`config.mk`:
```
export PLATFORM = sky130hd
export DESIGN_NAME = snoop_responder
export DESIGN_NICKNAME = d
export VERILOG_FILES = /design/src/rtl/snp_pkg.sv /design/src/rtl/snp_accept.sv /design/src/rtl/snp_react.sv /design/src/rtl/snoop_responder.sv
export SDC_FILE = /design/constraint.sdc
export NUM_CORES = 1
export LEC_CHECK = 0
export BUFFER_PORTS_ARGS = -buffer_cell sky130_fd_sc_hd__buf_2
export CORE_MARGIN = 5
export CORE_UTILIZATION = 46
export DETAILED_ROUTE_END_ITERATION = 8
export PLACE_DENSITY_LB_ADDON = 0.25
export SLEW_MARGIN = 20
export SYNTH_ARGS = -nofsm -noshare
export SYNTH_HDL_FRONTEND = slang
export SYNTH_SLANG_ARGS = --single-unit
```
`constraint.sdc`:
```
create_clock -name clk -period 1.8 [get_ports clk]
set_clock_uncertainty 0.05 [all_clocks]
set_input_delay 0.27 -clock clk [delete_from_list [all_inputs] [get_ports clk]]
set_output_delay 0.27 -clock clk [all_outputs]
set_load 0.02 [all_outputs]
```
`src/rtl/snp_pkg.sv`:
```
package snp_pkg;

    typedef enum logic [1:0] {
        LN_INV = 2'd0,
        LN_SHR = 2'd1,
        LN_EXC = 2'd2
    } line_st_e;

    typedef enum logic [1:0] {
        BC_NONE = 2'd0,
        BC_RDM  = 2'd1,
        BC_WRM  = 2'd2,
        BC_WBK  = 2'd3
    } bus_cmd_e;

    typedef enum logic [1:0] {
        S_IDLE   = 2'd0,
        S_LOOKUP = 2'd1,
        S_FLUSH  = 2'd2
    } snp_fsm_e;

endpackage

```
`src/rtl/snp_accept.sv`:
```
module snp_accept #(
    parameter int ID_W  = 2,
    parameter int MY_ID = 1
) (
    input  logic            valid,
    input  logic [1:0]      cmd,
    input  logic [ID_W-1:0] src,
    output logic            take
);
    import snp_pkg::*;

    logic foreign;
    logic is_miss;

    // a request issued by this cache is never snooped
    assign foreign = (src != ID_W'(MY_ID));
    // only the two miss commands are acted on
    assign is_miss = (cmd == BC_RDM) || (cmd == BC_WRM);
    assign take    = valid && foreign && is_miss;

endmodule

```
`src/rtl/snp_react.sv`:
```
module snp_react #(
    parameter int TAG_W = 6
) (
    input  logic [1:0]       cmd,
    input  logic [1:0]       line_state,
    input  logic [TAG_W-1:0] line_tag,
    input  logic [TAG_W-1:0] req_tag,
    output logic             upd,
    output logic [1:0]       new_state,
    output logic             flush,
    output logic             abort
);
    import snp_pkg::*;

    logic hit;

    // an invalid or foreign-tag line never reacts
    assign hit = (line_state != LN_INV) && (line_tag == req_tag);

    always_comb begin
        upd       = 1'b0;
        new_state = LN_INV;
        flush     = 1'b0;
        abort     = 1'b0;
        if (hit) begin
            unique case (line_state)
                LN_SHR: begin
                    // stays shared on read, R4 drops on write
                    upd       = (cmd == BC_WRM);
                    new_state = LN_INV;
                end
                LN_EXC: begin
                    // owner must supply data
                    upd       = 1'b1;
                    flush     = 1'b1;
                    new_state = (cmd == BC_RDM) ? LN_SHR : LN_INV;
                    abort     = (cmd == BC_RDM);
                end
                default: begin
                    upd = 1'b0;
                end
            endcase
        end
    end

endmodule

```
`src/rtl/snoop_responder.sv`:
```
module snoop_responder #(
    parameter int TAG_W  = 6,
    parameter int IDX_W  = 2,
    parameter int DATA_W = 16,
    parameter int ID_W   = 2,
    parameter int MY_ID  = 1,
    localparam int ADDR_W = TAG_W + IDX_W
) (
    input  logic              clk,
    input  logic              rst_n,
    input  logic              snp_valid,
    input  logic [1:0]        snp_cmd,
    input  logic [ID_W-1:0]   snp_src,
    input  logic [ADDR_W-1:0] snp_addr,
    output logic [IDX_W-1:0]  arr_rd_idx,
    input  logic [TAG_W-1:0]  arr_rd_tag,
    input  logic [1:0]        arr_rd_state,
    input  logic [DATA_W-1:0] arr_rd_data,
    output logic              st_wr_en,
    output logic [IDX_W-1:0]  st_wr_idx,
    output logic [1:0]        st_wr_state,
    input  logic              cpu_upd_en,
    input  logic [IDX_W-1:0]  cpu_upd_idx,
    output logic              cpu_stall,
    output logic              drv_valid,
    output logic [DATA_W-1:0] drv_data,
    output logic              mem_abort
);
    import snp_pkg::*;

    snp_fsm_e          fsm_q, fsm_d;
    logic [1:0]        cmd_q;
    logic [ADDR_W-1:0] addr_q;
    logic [DATA_W-1:0] data_q;
    logic              abort_q;

    logic              take;
    logic              rx_upd, rx_flush, rx_abort;
    logic [1:0]        rx_state;
    logic [IDX_W-1:0]  idx_q;
    logic [TAG_W-1:0]  tag_q;

    assign idx_q = addr_q[IDX_W-1:0];
    assign tag_q = addr_q[ADDR_W-1:IDX_W];

    snp_accept #(.ID_W(ID_W), .MY_ID(MY_ID)) u_accept (
        .valid (snp_valid),
        .cmd   (snp_cmd),
        .src   (snp_src),
        .take  (take)
    );

    snp_react #(.TAG_W(TAG_W)) u_react (
        .cmd        (cmd_q),
        .line_state (arr_rd_state),
        .line_tag   (arr_rd_tag),
        .req_tag    (tag_q),
        .upd        (rx_upd),
        .new_state  (rx_state),
        .flush      (rx_flush),
        .abort      (rx_abort)
    );

    // next-state logic
    always_comb begin
        fsm_d = fsm_q;
        unique case (fsm_q)
            S_IDLE:   if (take) fsm_d = S_LOOKUP;
            S_LOOKUP: fsm_d = rx_flush ? S_FLUSH : S_IDLE;
            S_FLUSH:  fsm_d = S_IDLE;
            default:  fsm_d = S_IDLE;
        endcase
    end

    // state register and captured request/data
    always_ff @(posedge clk or negedge rst_n) begin
        if (!rst_n) begin
            fsm_q   <= S_IDLE;
            cmd_q   <= BC_NONE;
            addr_q  <= '0;
            data_q  <= '0;
            abort_q <= 1'b0;
        end else begin
            fsm_q <= fsm_d;
            if (fsm_q == S_IDLE && take) begin
                cmd_q  <= snp_cmd;
                addr_q <= snp_addr;
            end
            if (fsm_q == S_LOOKUP) begin
                data_q  <= arr_rd_data;
                abort_q <= rx_abort;
            end
        end
    end

    // outputs
    always_comb begin
        arr_rd_idx  = idx_q;
        st_wr_idx   = idx_q;
        st_wr_en    = (fsm_q == S_LOOKUP) && rx_upd;
        st_wr_state = rx_state;
        cpu_stall   = st_wr_en && cpu_upd_en && (cpu_upd_idx == idx_q);
        drv_valid   = (fsm_q == S_FLUSH);
        drv_data    = (fsm_q == S_FLUSH) ? data_q : '0;
        mem_abort   = (fsm_q == S_FLUSH) && abort_q;
    end

endmodule

```
Word level (Yosys, flattened, before mapping)
Cells that the tools add are included.
- register bits after elaboration: 29
- logic and storage cells: 41
- equal/unequal tests: 12
- reduce and logical (&&, ||, !) cells: 11
- multiplexer cells: 13
- operators with widths (operator ; count):
    two-way mux 16 bit ; 1
    equality test 2 x 1 -> 1 bit (second input constant) ; 4
    equality test 2 bit (second input constant) ; 4
    logical AND 1 bit ; 8
    two-way mux 2 bit ; 4
    equality test 6 bit ; 1
    two-way mux 1 bit ; 6
    one-hot mux 2 bit (2 select lines) ; 1
    equality test 2 bit ; 1
    logical NOT 2 bit ; 1
    != test 2 x 1 -> 1 bit (second input constant) ; 1
    != test 2 bit (second input constant) ; 1
    one-hot mux 1 bit (2 select lines) ; 1
    nonzero test 2 bit ; 1
    logical OR 1 bit ; 1

Logic depth before layout (Yosys ltp)
Gate-level depths: netlist of run 1.
- depth after elaboration: 6
- gate-level depth with buffers: 6
- depth with buffers taken out: 6

By module
A second synthesis of run 1 with hierarchy kept.
- cells, all modules: 115
- area, all modules: 1497.7 um2
- modules (own cells, without submodules) (module ; instances ; seq. area each (um2) ; area each (um2) ; cells an instance):
    snoop_responder ; 1 ; 725.7 ; 1298.7 ; 89
    snp_react ; 1 ; 0.0 ; 177.7 ; 23
    snp_accept ; 1 ; 0.0 ; 21.3 ; 3

Worst setup path after synthesis of run 1
OpenSTA, ideal clock, no wires.
- path type: register to output
- start point: reg addr_q[5]
- end point: out cpu_stall
- slack: 0.043 ns
- stages on the path, launching flop included: 5
- data arrival time: 1.437 ns
- required time: 1.480 ns
- path buffers: 0
- path through: dfrtp_1 > xor2_1 > nor4_4 > nand2_2 > nor4b_2
- cells in the longest elaborated chain, start to end: 6
- ends and longest elaborated chain (what ; RTL line ; source):
    start: declaration ; snoop_responder.sv:33 ; logic [ADDR_W-1:0] addr_q;
    start signal: assignment ; snoop_responder.sv:87 ; addr_q <= snp_addr;
    equality test 6 bit ; snp_react.sv:18 ; assign hit = (line_state != LN_INV) && (line_tag == req_tag);
    logical AND 1 bit ; snp_react.sv:18 ;
    two-way mux 1 bit ; snp_react.sv:25 ; if (hit) begin
    logical AND 1 bit ; snoop_responder.sv:100 ; st_wr_en = (fsm_q == S_LOOKUP) && rx_upd;
    logical AND 1 bit (2 in a row) ; snoop_responder.sv:102 ; cpu_stall = st_wr_en && cpu_upd_en && (cpu_upd_idx == idx_q);
    end: declaration ; snoop_responder.sv:24 ; output logic cpu_stall,
Every way passes these cells.

Worst setup path in the final report of run 1
- start point: reg addr_q[4]
- end point: out cpu_stall
The elaborated chain is that of the path after synthesis.

==> results of run 1 <==
[registers in the layout, summed over array words and instances, names as in the netlist]
register  count
cmd_q         2
data_q       16
fsm_q         2
addr_q        8
abort_q       1
[placed cells by master, fill, tap and decap left out, types with 2 or more instances in the layout]
cell	count
sky130_fd_sc_hd__buf_2	63
sky130_fd_sc_hd__nand2_1	53
sky130_fd_sc_hd__dfrtp_1	29
sky130_fd_sc_hd__and2_1	17
sky130_fd_sc_hd__buf_4	9
sky130_fd_sc_hd__mux2_2	8
sky130_fd_sc_hd__xor2_1	7
sky130_fd_sc_hd__clkbuf_4	5
sky130_fd_sc_hd__nor2_1	4
sky130_fd_sc_hd__inv_1	3
sky130_fd_sc_hd__nand2b_1	3
sky130_fd_sc_hd__ha_1	3
sky130_fd_sc_hd__nand2_2	2
sky130_fd_sc_hd__nand3_1	2
sky130_fd_sc_hd__o21ai_0	2
sky130_fd_sc_hd__clkinv_2	2
sky130_fd_sc_hd__buf_6	2
[per-stage QoR]
| stage | instance area, um^2 | setup slack (ns) | std cells | utilization [%] |
|---|---|---|---|---|
| after floorplan | 1501 | 0.04342 | 159 | - |
| after global placement | 1869 | -0.01012 | 265 | 60.24 |
| after detailed placement | 1869 | -0.02623 | 265 | 60.24 |
| after CTS | 1944 | -0.2529 | 274 | 62.66 |
| after global routing | 1972 | -0.3652 | 275 | 63.55 |
| final | 1972 | -0.2037 | 275 | 63.55 |
[path summary, 6_finish.rpt]
path | from | end | slack, ns | depth (start not counted)
max in group asynchronous | rst_n | addr_q[2] | 0.85 | 2
hold reg to reg | data_q[2] | data_q[2] | 0.42 | 2
setup reg to reg | fsm_q[0] | addr_q[0] | 0.36 | 4
min in group asynchronous | rst_n | data_q[1] | 0.45 | 2
hold / removal | arr_rd_data[12] | data_q[12] | 0.08 | 3
setup / recovery | addr_q[4] | cpu_stall | -0.20 | 5
[per-layer routing]
metal	up-vias	track usage, %	wire length (um)
met3	2	7.820	292
met2	48	24.54	1452
met5	-	0	0
li1	634	-	-
met1	534	18.00	1315
met4	0	4.557	21
[logic make-up after synthesis]
family	count (synthesis)
AND/OR/NAND/NOR	88
flip-flops	29
XOR/XNOR	9
multiplexers	8
other	1
AO/OA/AOI/OAI	7
adder cells (fa/ha/maj)	3
buffers and inverters	14
[power groups by stage]
stage	registers [uW]	clock network, uW	logic [uW]
floorplan	867	0	300
global route	896	421	451
CTS	875	379	401
finish	874	360	397
detailed placement	885	0	395
global placement	880	0	386
[final cells by class]
cell class / instances / share of cell area (%)
flip-flops and latches: 29 / 36.80
multi-input cells: 116 / 36.17
repair buffers: 75 / 21.07
well taps: 44 / 2.792
clock buffers: 6 / 2.094
inverters: 3 / 0.5711
clock inverters: 2 / 0.5076
[tightest hold or removal path, delay by kind of cell]
| family | cells | cell delay, ns |
|---|---|---|
| buffers and inverters | 1 | 0.07 |
| and+or+nand+nor | 2 | 0.08 |
[repair_timing]
action | 4_1_cts | 5_1_grt
pin swaps | 7 | 3
gates resized for setup | 3 | 7
endpoints found under the setup margin | 3 | 4
setup buffers | 0 | 0
hold buffers | 1 | 0
cloned | 0 | 1
hold endpoints to repair | 29 | 0
==> reports/summary.md, run 1 <==
For the post-synthesis instance total, the log shows 159. Clock latency on the worst-skew pair, taken at its later pin, is 0.31 ns. The routed layout has 1218 vias.

STA classifies the critical path startpoint as a flop. The run finished, with violations left. The floorplan step set the die height to 67.13 um. The share of total power dissipated in combinational logic is 24.3%. The tools report the count of final hold-check violations as 0. The count of yosys warnings during synthesis came out at 0. The tool flagged a number of max-cap violations equal to 0. The post-route netlist has 41.99% of its cells at a drive strength greater than 1. The fill cell instance count of the final layout is 300.

Summing the areas of all and, or, nand and nor instances in the mapped netlist gives 28.67% of the synthesized area. The final layout contains 275 nets. The floorplan has 20 rows. Per report_power, the sequential group accounts for 53.6% of the total. Subtracting the final worst setup slack from the clock period gives 2.004 ns. From left edge to right edge, the die measures 67.13 um. The largest single stage delay on the critical path is 0.42 ns.

The share of total power dissipated in the clock network is 22.1%. For this run the aggregate overflow at the end of global routing stands at 0. Synthesis produced a netlist with a net count of 204. The tools report the maximum vdd ir drop as 0.5962 mV. The number of enable flip-flop cells after synthesis is 0. Capturing element type of the critical path: a primary output. The number of buffer and inverter stages on the critical path was 1. CTS placed an instance of sky130_fd_sc_hd__clkbuf_4 at the clock tree root.

Port buffering added 66 buffers. The critical-path cell with the highest stage delay is sky130_fd_sc_hd__dfrtp_1. The floorplan core area came out at 3103 um^2. The fraction of the mapped netlist area in compound gates works out to 3.583%. The number of iterations in the first detailed-routing pass was 4; the count of unique library cells instantiated by Yosys was 27. The detailed placement HPWL came out at 2325 um. The measured slew at the worst slew-check pin was 0.6151 ns; the footprint of the multi-input gates was 713.2 um^2. After synthesis the netlist holds a flip-flop and latch count of 29.

The logs give 48.39% for the starting density of the core and 5 for the total CTS buffers. The routed design has 3081 um of wire. The power per standard cell area came out at 827.1 nW/um^2. Walking the worst path, the cells encountered are xor2_2 -> nor4_4 -> nand2_2 -> nor4b_4 -> buf_4. Relative to the synthesized area, the layout overhead comes to 31.33%. The detail-routed net length per standard cell is 11.20 um, and the share of synthesized flip-flops with an asynchronous set or reset is 100.0%. The adder and majority cell fraction of the synthesized area came out at 2.500%.

Cell internal power was estimated by the tool at 1132 uW. The run gives 0 as the number of nets still failing antenna checks after routing. The worst hold path belongs to the class in -> reg.

Setup repair after global routing could not meet its margin everywhere. By area, the combinational part of the netlist is dominated by simple AND/OR/NAND/NOR gates. The worst setup path is of the reg -> out kind.

The diode insertion count for antenna repair was 0; the total global routing track utilization was 15.34%. In this run the power spent charging and discharging nets is 498.8 uW. The share of the clock period used by the worst path was 111.3%. A synthesized cell averages 9.443 um^2.

The most common cell in the synthesized netlist is sky130_fd_sc_hd__nand2_1. The switching fraction of total power was 30.59%. The logs give 48.33% for the sequential share of the synthesized area and 29 for the number of clock sinks. For the final weighted congestion of routability-driven global placement, the log shows 0.7651.

Pin placement for this block handled 68 I/O pins. The arrival time reported for the critical path endpoint is 1.68 ns, and the final worst setup slack is -0.2037 ns. Setup violations remaining at the end of the flow were counted as 3. The logs give 30 for the maximum number of pins on one net before global-route repair and 0.08447 ns for the worst-case hold slack. By count the netlist is led by sky130_fd_sc_hd__nand2_1 (53), sky130_fd_sc_hd__dfrtp_1 (29), sky130_fd_sc_hd__and2_1 (17), sky130_fd_sc_hd__mux2_2 (8), sky130_fd_sc_hd__xor2_1 (8).

The highest attainable clock frequency was 499.1 MHz; the detailed-route vias per instance was 4.429. The number of DRC violations after detailed-routing iteration 0 was 40; the area of the die was 4506 um^2. By area the synthesized netlist is led by sky130_fd_sc_hd__dfrtp_1 (48%), sky130_fd_sc_hd__nand2_1 (13%), sky130_fd_sc_hd__and2_1 (7.1%). Registers take 725.7 um^2. The top-area cell type share of the netlist area was 48.33%. The global-route wire length before repair came out at 5133 um. After synthesis the cells add up to 1501 um^2. On the critical path the largest part of the delay comes from simple AND/OR/NAND/NOR gates. Power comes to 1631 uW. The number of antenna violations at the first check in global routing is 0.

sky130_fd_sc_hd__dfrtp_1 takes more of the synthesized area than any other cell. The xor/xnor share of the synthesized area was 5.250%. For this run, the leading register cell type out of synthesis is sky130_fd_sc_hd__dfrtp_1. Required time of the critical path: 1.48 ns.

Measured against its own limit, the worst slew margin works out to 59.00%. Along the worst path, the maximum fanout reaches 3. The H-tree was split into 2 levels. The number of global-route vias before repair is 1219, and the leakage power is 0.001110 uW. The final reports fail on negative setup slack.

The run gives -0.5434 ns as the summed negative setup slack over all endpoints. TritonCTS built the clock tree. The tools report the maximum root-to-sink buffer count as 2. The portion of synthesized area spent on multiplexers is 6.000%. The run gives 0 as the residual DRC count. Final count of pins violating max slew: 0.

The post-CTS clock slew at the launch and capture registers of the worst setup and hold paths was 0.09 ns.
(Power assumes the default switching activity.)
==> inputs of run 2 (changes only) <==
--- a/config.mk
+++ b/config.mk
@@ -10,6 +10,7 @@
 export CORE_UTILIZATION = 46
 export DETAILED_ROUTE_END_ITERATION = 8
 export PLACE_DENSITY_LB_ADDON = 0.25
+export SETUP_SLACK_MARGIN = 0.15
 export SLEW_MARGIN = 20
 export SYNTH_ARGS = -nofsm -noshare
 export SYNTH_HDL_FRONTEND = slang
==> reports/summary.md, run 2 (synthesis gave the netlist of run 1 again) <==
The largest fanout of any net on the critical path works out to 2 (was 3). The setup slack after placement came out at -0.01160 ns (was -0.02623 ns). The detailed-route vias per instance works out to 4.640 (was 4.429). The tools report the detailed placement HPWL as 2437 um (was 2325 um). The number of iterations in the first detailed-routing pass came out at 4 (unchanged). The share of the clock period used by the worst path was 112.5% (was 111.3%). The measured slew at the worst slew-check pin works out to 0.7262 ns (was 0.6151 ns).

The width of the die is 67.13 um (unchanged). The wire length after detailed routing was 3501 um (was 3081 um); the share of final-layout standard cells stronger than drive strength 1 was 50.85% (was 41.99%). Top library cells by usage in the layout, fill and taps aside: sky130_fd_sc_hd__nand2_1 (53), sky130_fd_sc_hd__buf_2 (46), sky130_fd_sc_hd__dfrtp_1 (29) (was sky130_fd_sc_hd__buf_2 (63), sky130_fd_sc_hd__nand2_1 (53), sky130_fd_sc_hd__dfrtp_1 (29)). The deepest level of the CTS H-tree was 2 (unchanged); the diode insertion count for antenna repair was 0 (unchanged). The number of cells traversed by the worst register-to-register path was 9 (was 4); the number of nets still failing antenna checks after routing was 0 (unchanged).

For the flop-to-flop setup slack, the log shows -0.12 ns (was 0.36 ns). The run finished, with violations left. In this design, the critical path's most frequently occurring cell is sky130_fd_sc_hd__buf_4.

The run gives 5 (unchanged) as the total CTS buffers. Largest registers in the final layout: data_q x16, addr_q x8 (unchanged). The tools report the insertion delay to the later sink of the worst-skew pair as 0.32 ns (was 0.31 ns). For the I/O pin count, the log shows 68 (unchanged). The area added between synthesis and finish works out to 46.83% (was 31.33%).

The post-route minimum period is 2.025 ns (was 2.004 ns). The kind of critical path was reg -> out (unchanged). The register bank with the most flops was data_q (unchanged).

The maximum number of pins on one net before global-route repair was 30 (unchanged). The die extent in y came out at 67.13 um (unchanged). For the residual DRC count, the log shows 0 (unchanged). Critical Path, Cell by Cell: xor2_1 -> nor4_4 -> buf_4 -> nand3_2 -> nor2_1 -> buf_4 (was xor2_2 -> nor4_4 -> nand2_2 -> nor4b_4 -> buf_4).

The power per standard cell area was 841.0 nW/um^2 (was 827.1 nW/um^2); the detail-routed net length per standard cell was 12.59 um (was 11.20 um). The tools report the final count of pins violating max slew as 0 (unchanged). Most frequent standard cell in the layout excluding fill and tap cells: sky130_fd_sc_hd__nand2_1 (was sky130_fd_sc_hd__buf_2).

The final number of setup-violating endpoints is 4 (was 3). The class of the most critical hold timing path was in -> reg (unchanged). The clock root buffer was sky130_fd_sc_hd__clkbuf_4 (unchanged).

Number of standard cells in the final layout excluding fillers: 278 (was 275). The kind of launch point of the worst setup path is a flop (unchanged). TritonCTS built the clock tree. Failing checks: negative setup slack (unchanged). The tools report the reg-to-reg endpoint as abort_q (was addr_q[0]). The worst relative slew slack is 51.59% (was 59.00%), and the flip-flop count of the largest register after layout is 16 (unchanged). The run gives 1311 (was 1219) as the number of global-route vias before repair. The critical-path cell with the highest stage delay was sky130_fd_sc_hd__dfrtp_1 (unchanged). The tools report the startpoint of the tightest hold check path as arr_rd_data[11] (was arr_rd_data[12]). Start point of the critical path: addr_q[5] (was addr_q[4]). The arrival time reported for the critical path endpoint was 1.70 ns (was 1.68 ns). The run gives 39 (was 40) as the number of DRC violations after detailed-routing iteration 0. The number of max-cap violations is 0 (unchanged), and the number of antenna violations at the first check in global routing is 0 (unchanged). The delay of the slowest cell on the worst path was 0.39 ns (was 0.42 ns). The required time of the critical path came out at 1.48 ns (about the same). Maximum vdd ir drop: 0.7107 mV (was 0.5962 mV). The run gives 48.39% (unchanged) as the starting density of the core. For the leakage power, the log shows 0.001177 uW (was 0.001110 uW).

Final-stage net count: 278 (was 275). The via count came out at 1290 (was 1218). The number of placement rows was 20 (unchanged).

Post-CTS clock slew at the launch and capture registers of the worst setup and hold paths: 0.09 ns (about the same). Capturing element type of the critical path: a primary output (unchanged). The total congestion overflow after global routing is 0 (unchanged), and the worst-case hold slack is 0.07647 ns (was 0.08447 ns). The total global routing track utilization came out at 17.18% (was 15.34%).

The floorplan core area came out at 3103 um^2 (unchanged). The highest attainable clock frequency came out at 493.8 MHz (was 499.1 MHz). The maximum root-to-sink buffer count is 2 (unchanged), and the number of cells after detailed placement is 261 (was 265). The tools report the final worst setup slack as -0.2250 ns (was -0.2037 ns).

The number of clock sinks is 29 (unchanged). The total of buffers placed on input and output ports came out at 66 (unchanged). The global-route wire length before repair is 5678 um (was 5133 um). The count of final hold-check violations was 0 (unchanged); the final weighted congestion of routability-driven global placement was 0.6875 (was 0.7651).

The area of the die came out at 4506 um^2 (unchanged). Setup repair after global routing could not meet its margin everywhere. The end point of the critical path was st_wr_state[0] (was cpu_stall).

Critical register-to-register path startpoint: addr_q[5] (was fsm_q[0]).
-- run 2: cell count changes in the layout (fill, tap and decap cells not counted), moves of 2 or more --
| cell | previous run | this run |
|---|---|---|
| sky130_fd_sc_hd__and2_1 | 17 | 0 |
| sky130_fd_sc_hd__and2_4 | 0 | 17 |
| sky130_fd_sc_hd__buf_2 | 63 | 46 |
| sky130_fd_sc_hd__buf_6 | 2 | 21 |
| sky130_fd_sc_hd__clkinv_2 | 2 | 0 |
-- run 2: per-layer routing --
| layer | vias to the layer above | global-route usage (%) | routed length, um |
|---|---|---|---|
| li1 | 640 | - | - |
| met1 | 597 | 19.51 | 1406 |
| met2 | 47 | 30.31 | 1819 |
| met3 | 6 | 4.825 | 222 |
| met4 | 0 | 6.835 | 53 |
| met5 | - | 0 | 0 |
-- run 2: what timing repair did --
item                                    in CTS  in global routing
pin swaps                                    7                  3
resized for setup                           51                 14
endpoints found under the setup margin      20                 25
endpoints found under the hold margin       29                  0
gates cloned                                 1                  0
buffers inserted                             6                  1
hold buffers                                 1                  0
-- run 2: where the power goes --
group / internal (uW) / switching (uW) / leakage (uW)
registers: 794 / 92.4 / 0.000352
clock network: 332 / 221 / 0.0000455
logic: 195 / 220 / 0.000779
-- run 2: cell type report --
type / count / area, um^2
clock buffer: 7 / 55.05
tap: 44 / 55.05
inverter: 3 / 11.26
fill: 278 / 898.4
sequential: 29 / 725.7
clock inverter: 1 / 30.03
multi-input combinational: 116 / 775.7
timing repair buffer: 78 / 551.8
-- run 2: how the worst min path moves through the flow --
stage                 end  cells after the start
6_report       data_q[11]                      3
5_1_grt        data_q[10]                      3
4_1_cts        data_q[11]                      3
3_5_place_dp     cmd_q[1]                      1
3_3_place_gp     cmd_q[1]                      1
2_1_floorplan     abort_q                      0
-- run 2: critical path: cells and delay by family, from the launching register on --
family,cells,cell delay (ns)
xor+xnor,1,0.18
buf+inv,2,0.31
flops,1,0.39
simple gates,3,0.48
-- run 2: through the flow --
stage	total power, uW	util (%)	instance area (um^2)	setup TNS [ns]
6_report	1854	71.05	2205	-0.7417
2_1_floorplan	1172	-	1510	0
5_1_grt	1969	71.05	2205	-1.082
3_5_place_dp	1276	59.56	1848	-0.01160
4_1_cts	1866	69.40	2153	-0.7991
3_3_place_gp	1256	59.56	1848	0
==> inputs of run 3 (changes only) <==
--- a/config.mk
+++ b/config.mk
@@ -5,9 +5,10 @@
 export SDC_FILE = /design/constraint.sdc
 export NUM_CORES = 1
 export LEC_CHECK = 0
+export ABC_AREA = 1
 export BUFFER_PORTS_ARGS = -buffer_cell sky130_fd_sc_hd__buf_2
 export CORE_MARGIN = 5
-export CORE_UTILIZATION = 46
+export CORE_UTILIZATION = 47
 export DETAILED_ROUTE_END_ITERATION = 8
 export PLACE_DENSITY_LB_ADDON = 0.25
 export SETUP_SLACK_MARGIN = 0.15
==> reports/summary.md, run 3 <==
The run finished with clean final reports. The logs give 0 (unchanged) for the final count of pins violating max slew and 5023 um (was 5678 um) for the global-route wire length before repair. For the arrival time reported for the critical path endpoint, the log shows 1.46 ns (was 1.70 ns). For the number of cells after detailed placement, the log shows 304 (was 261).

The tools report the required time of the critical path as 1.48 ns (about the same). The tools report the clock root buffer as sky130_fd_sc_hd__clkbuf_4 (unchanged). TritonCTS built the clock tree. The share of the clock period used by the worst path works out to 98.67% (was 112.5%). Capturing element type of the critical path: a primary output (unchanged). The flip-flop count of the largest register after layout is 16 (unchanged), and the number of iterations in the first detailed-routing pass is 4 (unchanged). The number of max-cap violations is 0 (unchanged), and the width of the die is 67.69 um (was 67.13 um).

Library cell occupying the most area in the post-synthesis netlist: sky130_fd_sc_hd__dfrtp_1 (unchanged). The detailed-route vias per instance was 4.443 (was 4.640). Critical register-to-register path startpoint: fsm_q[1] (was addr_q[5]). The post-route minimum period is 1.776 ns (was 2.025 ns). The maximum number of pins on one net before global-route repair came out at 35 (was 30).

Top cell types by occurrence after synthesis: sky130_fd_sc_hd__nand2_1 (51), sky130_fd_sc_hd__inv_1 (38), sky130_fd_sc_hd__dfrtp_1 (29), sky130_fd_sc_hd__nor2_1 (26), sky130_fd_sc_hd__o21ai_0 (18) (was sky130_fd_sc_hd__nand2_1 (53), sky130_fd_sc_hd__dfrtp_1 (29), sky130_fd_sc_hd__and2_1 (17), sky130_fd_sc_hd__mux2_2 (8), sky130_fd_sc_hd__xor2_1 (8)). The wire length after detailed routing is 3652 um (was 3501 um). The final number of setup-violating endpoints was 0 (was 4). The deepest level of the CTS H-tree is 2 (unchanged), and the power per standard cell area is 776.4 nW/um^2 (was 841.0 nW/um^2). The maximum root-to-sink buffer count is 2 (unchanged). The run gives 247 (was 204) as the net count after synthesis. The via count was 1413 (was 1290); the total CTS buffers was 5 (unchanged). The insertion delay to the later sink of the worst-skew pair was 0.31 ns (was 0.32 ns).

The register cell area after layout was 725.7 um^2 (unchanged). The post-CTS clock slew at the launch and capture registers of the worst setup and hold paths works out to 0.09 ns (about the same). Library cell with the highest instance count after synthesis: sky130_fd_sc_hd__nand2_1 (unchanged).

The number of clock sinks was 29 (unchanged). Number of placement rows: 21 (was 20). The top-area cell type share of the netlist area is 46.40% (was 48.33%). The count of yosys warnings during synthesis came out at 0 (unchanged). The setup slack after placement is 0.1230 ns (was -0.01160 ns).

Number of cells traversed by the worst register-to-register path: 6 (was 9). Top library cells by usage in the layout, fill and taps aside: sky130_fd_sc_hd__nand2_1 (50), sky130_fd_sc_hd__buf_2 (46), sky130_fd_sc_hd__inv_1 (36) (was sky130_fd_sc_hd__nand2_1 (53), sky130_fd_sc_hd__buf_2 (46), sky130_fd_sc_hd__dfrtp_1 (29)). The cell depth of the worst setup path works out to 8 (was 6). Largest registers in the final layout: data_q x16, addr_q x8 (unchanged). The logs give 0 (unchanged) for the number of antenna violations at the first check in global routing and 0.02393 ns (was -0.2250 ns) for the final worst setup slack. For the number of standard cells in the final layout excluding fillers, the log shows 318 (was 278). The number of enable flip-flop cells after synthesis is 0 (unchanged), and the number of DRC violations after detailed-routing iteration 0 is 44 (was 39). For the final-stage net count, the log shows 316 (was 278). Detailed placement HPWL: 2458 um (was 2437 um).

The average size of a mapped cell was 7.743 um^2 (was 9.443 um^2). The share of synthesized flip-flops with an asynchronous set or reset was 100.0% (unchanged). The fill cell instance count of the final layout came out at 261 (was 278).

The measured slew at the worst slew-check pin works out to 0.6410 ns (was 0.7262 ns). The reg-to-reg endpoint is addr_q[2] (was abort_q). For the post-synthesis instance total, the log shows 202 (was 159). The share of final-layout standard cells stronger than drive strength 1 was 43.75% (was 50.85%); the leakage power was 0.001184 uW (was 0.001177 uW). The largest fanout of any net on the critical path works out to 3 (was 2). The starting density of the core came out at 47.62% (was 48.39%). The maximum vdd ir drop is 0.4514 mV (was 0.7107 mV). The logs give 0.43 ns (was -0.12 ns) for the flop-to-flop setup slack and 0 (unchanged) for the count of final hold-check violations. The residual DRC count was 0 (unchanged). The floorplan core area is 3284 um^2 (was 3103 um^2), and the delay of the slowest cell on the worst path is 0.40 ns (was 0.39 ns).

The start point of the critical path is addr_q[3] (was addr_q[5]). The die extent in y is 67.69 um (was 67.13 um), and the sequential share of the synthesized area is 46.40% (was 48.33%). Class of the most critical hold timing path: in -> reg (unchanged). For the worst relative slew slack, the log shows 57.27% (was 51.59%). The count of unique library cells instantiated by Yosys was 24 (was 27); the number of buffer and inverter stages on the critical path was 2 (unchanged). For the number of global-route vias before repair, the log shows 1188 (was 1311). Synth top area cells: sky130_fd_sc_hd__dfrtp_1 (46%), sky130_fd_sc_hd__nand2_1 (12%), sky130_fd_sc_hd__inv_1 (9.1%) (was sky130_fd_sc_hd__dfrtp_1 (48%), sky130_fd_sc_hd__nand2_1 (13%), sky130_fd_sc_hd__and2_1 (7.1%)). The final weighted congestion of routability-driven global placement was 0.7694 (was 0.6875). The highest attainable clock frequency came out at 563.0 MHz (was 493.8 MHz). The detail-routed net length per standard cell was 11.48 um (was 12.59 um).

Critical Path, Cell by Cell: inv_1 -> nand2_1 -> nand2_1 -> nand3_2 -> nor2_4 -> nand2_2 -> nor2_4 -> buf_6 (was xor2_1 -> nor4_4 -> buf_4 -> nand3_2 -> nor2_1 -> buf_4). The total global routing track utilization was 14.56% (was 17.18%). The number of nets still failing antenna checks after routing is 0 (unchanged), and the worst-case hold slack is 0.1129 ns (was 0.07647 ns). For the I/O pin count, the log shows 68 (unchanged).

The diode insertion count for antenna repair was 0 (unchanged); the area added between synthesis and finish was 49.28% (was 46.83%). The kind of launch point of the worst setup path was a flop (unchanged). The flop and latch count out of synthesis came out at 29 (unchanged). The total of buffers placed on input and output ports came out at 66 (unchanged). For the total congestion overflow after global routing, the log shows 0 (unchanged).

The netlist area before placement was 1564 um^2 (was 1501 um^2). Setup repair after global routing could not meet its margin everywhere. The run gives 754.5 um^2 (was 775.7 um^2) as the footprint of the multi-input gates. Kind of critical path: reg -> out (unchanged). Flip-flop cell with the highest count after synthesis: sky130_fd_sc_hd__dfrtp_1 (unchanged).

Area of the die: 4581 um^2 (was 4506 um^2). The most frequent standard cell in the layout excluding fill and tap cells was sky130_fd_sc_hd__nand2_1 (unchanged). The end point of the critical path was st_wr_state[0] (unchanged). Register bank with the most flops: data_q (unchanged). The critical path's top delay family was simple AND/OR/NAND/NOR gates (unchanged). The critical-path cell with the highest stage delay was sky130_fd_sc_hd__dfrtp_1 (unchanged).
## run 3: cell types whose count changed after synthesis, moves of 8 or more
cell                      delta
sky130_fd_sc_hd__xor2_1      -8
sky130_fd_sc_hd__mux2_2      -8
sky130_fd_sc_hd__inv_1      +35
sky130_fd_sc_hd__nor2_1     +22
sky130_fd_sc_hd__and2_1     -17
sky130_fd_sc_hd__o21ai_0    +16
## run 3: per-stage QoR
step           TNS (ns)  total power, uW  utilization, %  cell area [um^2]
6_report              0             1813           71.09              2335
5_1_grt         -0.3078             1938           71.09              2335
4_1_cts        -0.04650             1772           61.18              2009
3_5_place_dp          0             1212           57.14              1877
3_3_place_gp          0             1198           57.14              1877
2_1_floorplan         0             1116               -              1567
## run 3: repair_timing
item | in CTS | in global routing
gates resized for setup | 10 | 86
hold endpoints to repair | 29 | 0
pin swaps | 1 | 5
endpoints found under the setup margin | 20 | 20
setup buffers | 1 | 2
hold buffers | 1 | 0
cloned | 0 | 2
## run 3: power by group
part,leakage [uW],switching (uW),internal [uW]
clock network,0.0000455,215,332
registers,0.000362,51.1,774
logic,0.000777,284,157
total,0.00118,550,1260
## run 3: logic make-up (layout without fill, tap and decap cells)
logic type                 after synthesis  in the layout  share of synthesized area, %
other                                    1              1                        0.2398
and+or+nand+nor                         87             87                         24.00
DFF                                     29             29                         46.40
AOI/OAI and AO/OA                       30             30                         11.52
buffers and inverters                   52            122                         15.44
adders and majority gates                3              3                         2.400
## run 3: worst min path at each step
stage,slack (ns),depth (start not counted),to,from
global route,0.10,3,addr_q[7],snp_addr[7]
global placement,0.28,1,data_q[6],rst_n
CTS,0.09,3,data_q[7],arr_rd_data[7]
detailed placement,0.28,1,data_q[6],rst_n
finish,0.11,3,addr_q[7],snp_addr[7]
floorplan,-0.08,0,abort_q,rst_n
## run 3: routing by layer
metal | global-route usage, % | routed length [um] | up-vias
li1 | - | - | 731
met1 | 19.40 | 1506 | 645
met4 | 6.076 | 27 | 0
met3 | 3.161 | 181 | 2
met2 | 22.72 | 1936 | 35
met5 | 0 | 0 | -
## run 3: worst min-delay path, delay by kind of cell
family | cells | cell delay, ns
AO/OA/AOI/OAI | 1 | 0.05
buffers and inverters | 1 | 0.08
AND/OR/NAND/NOR | 1 | 0.05
## run 3: area by class of cell
type	instances	area share [%]
flip-flops and latches	29	31.08
repair buffers	71	21.60
multi-input cells	121	32.32
inverters	41	6.913
well taps	46	2.465
clock inverters	1	1.286
repair inverters	2	1.983
clock buffers	7	2.358
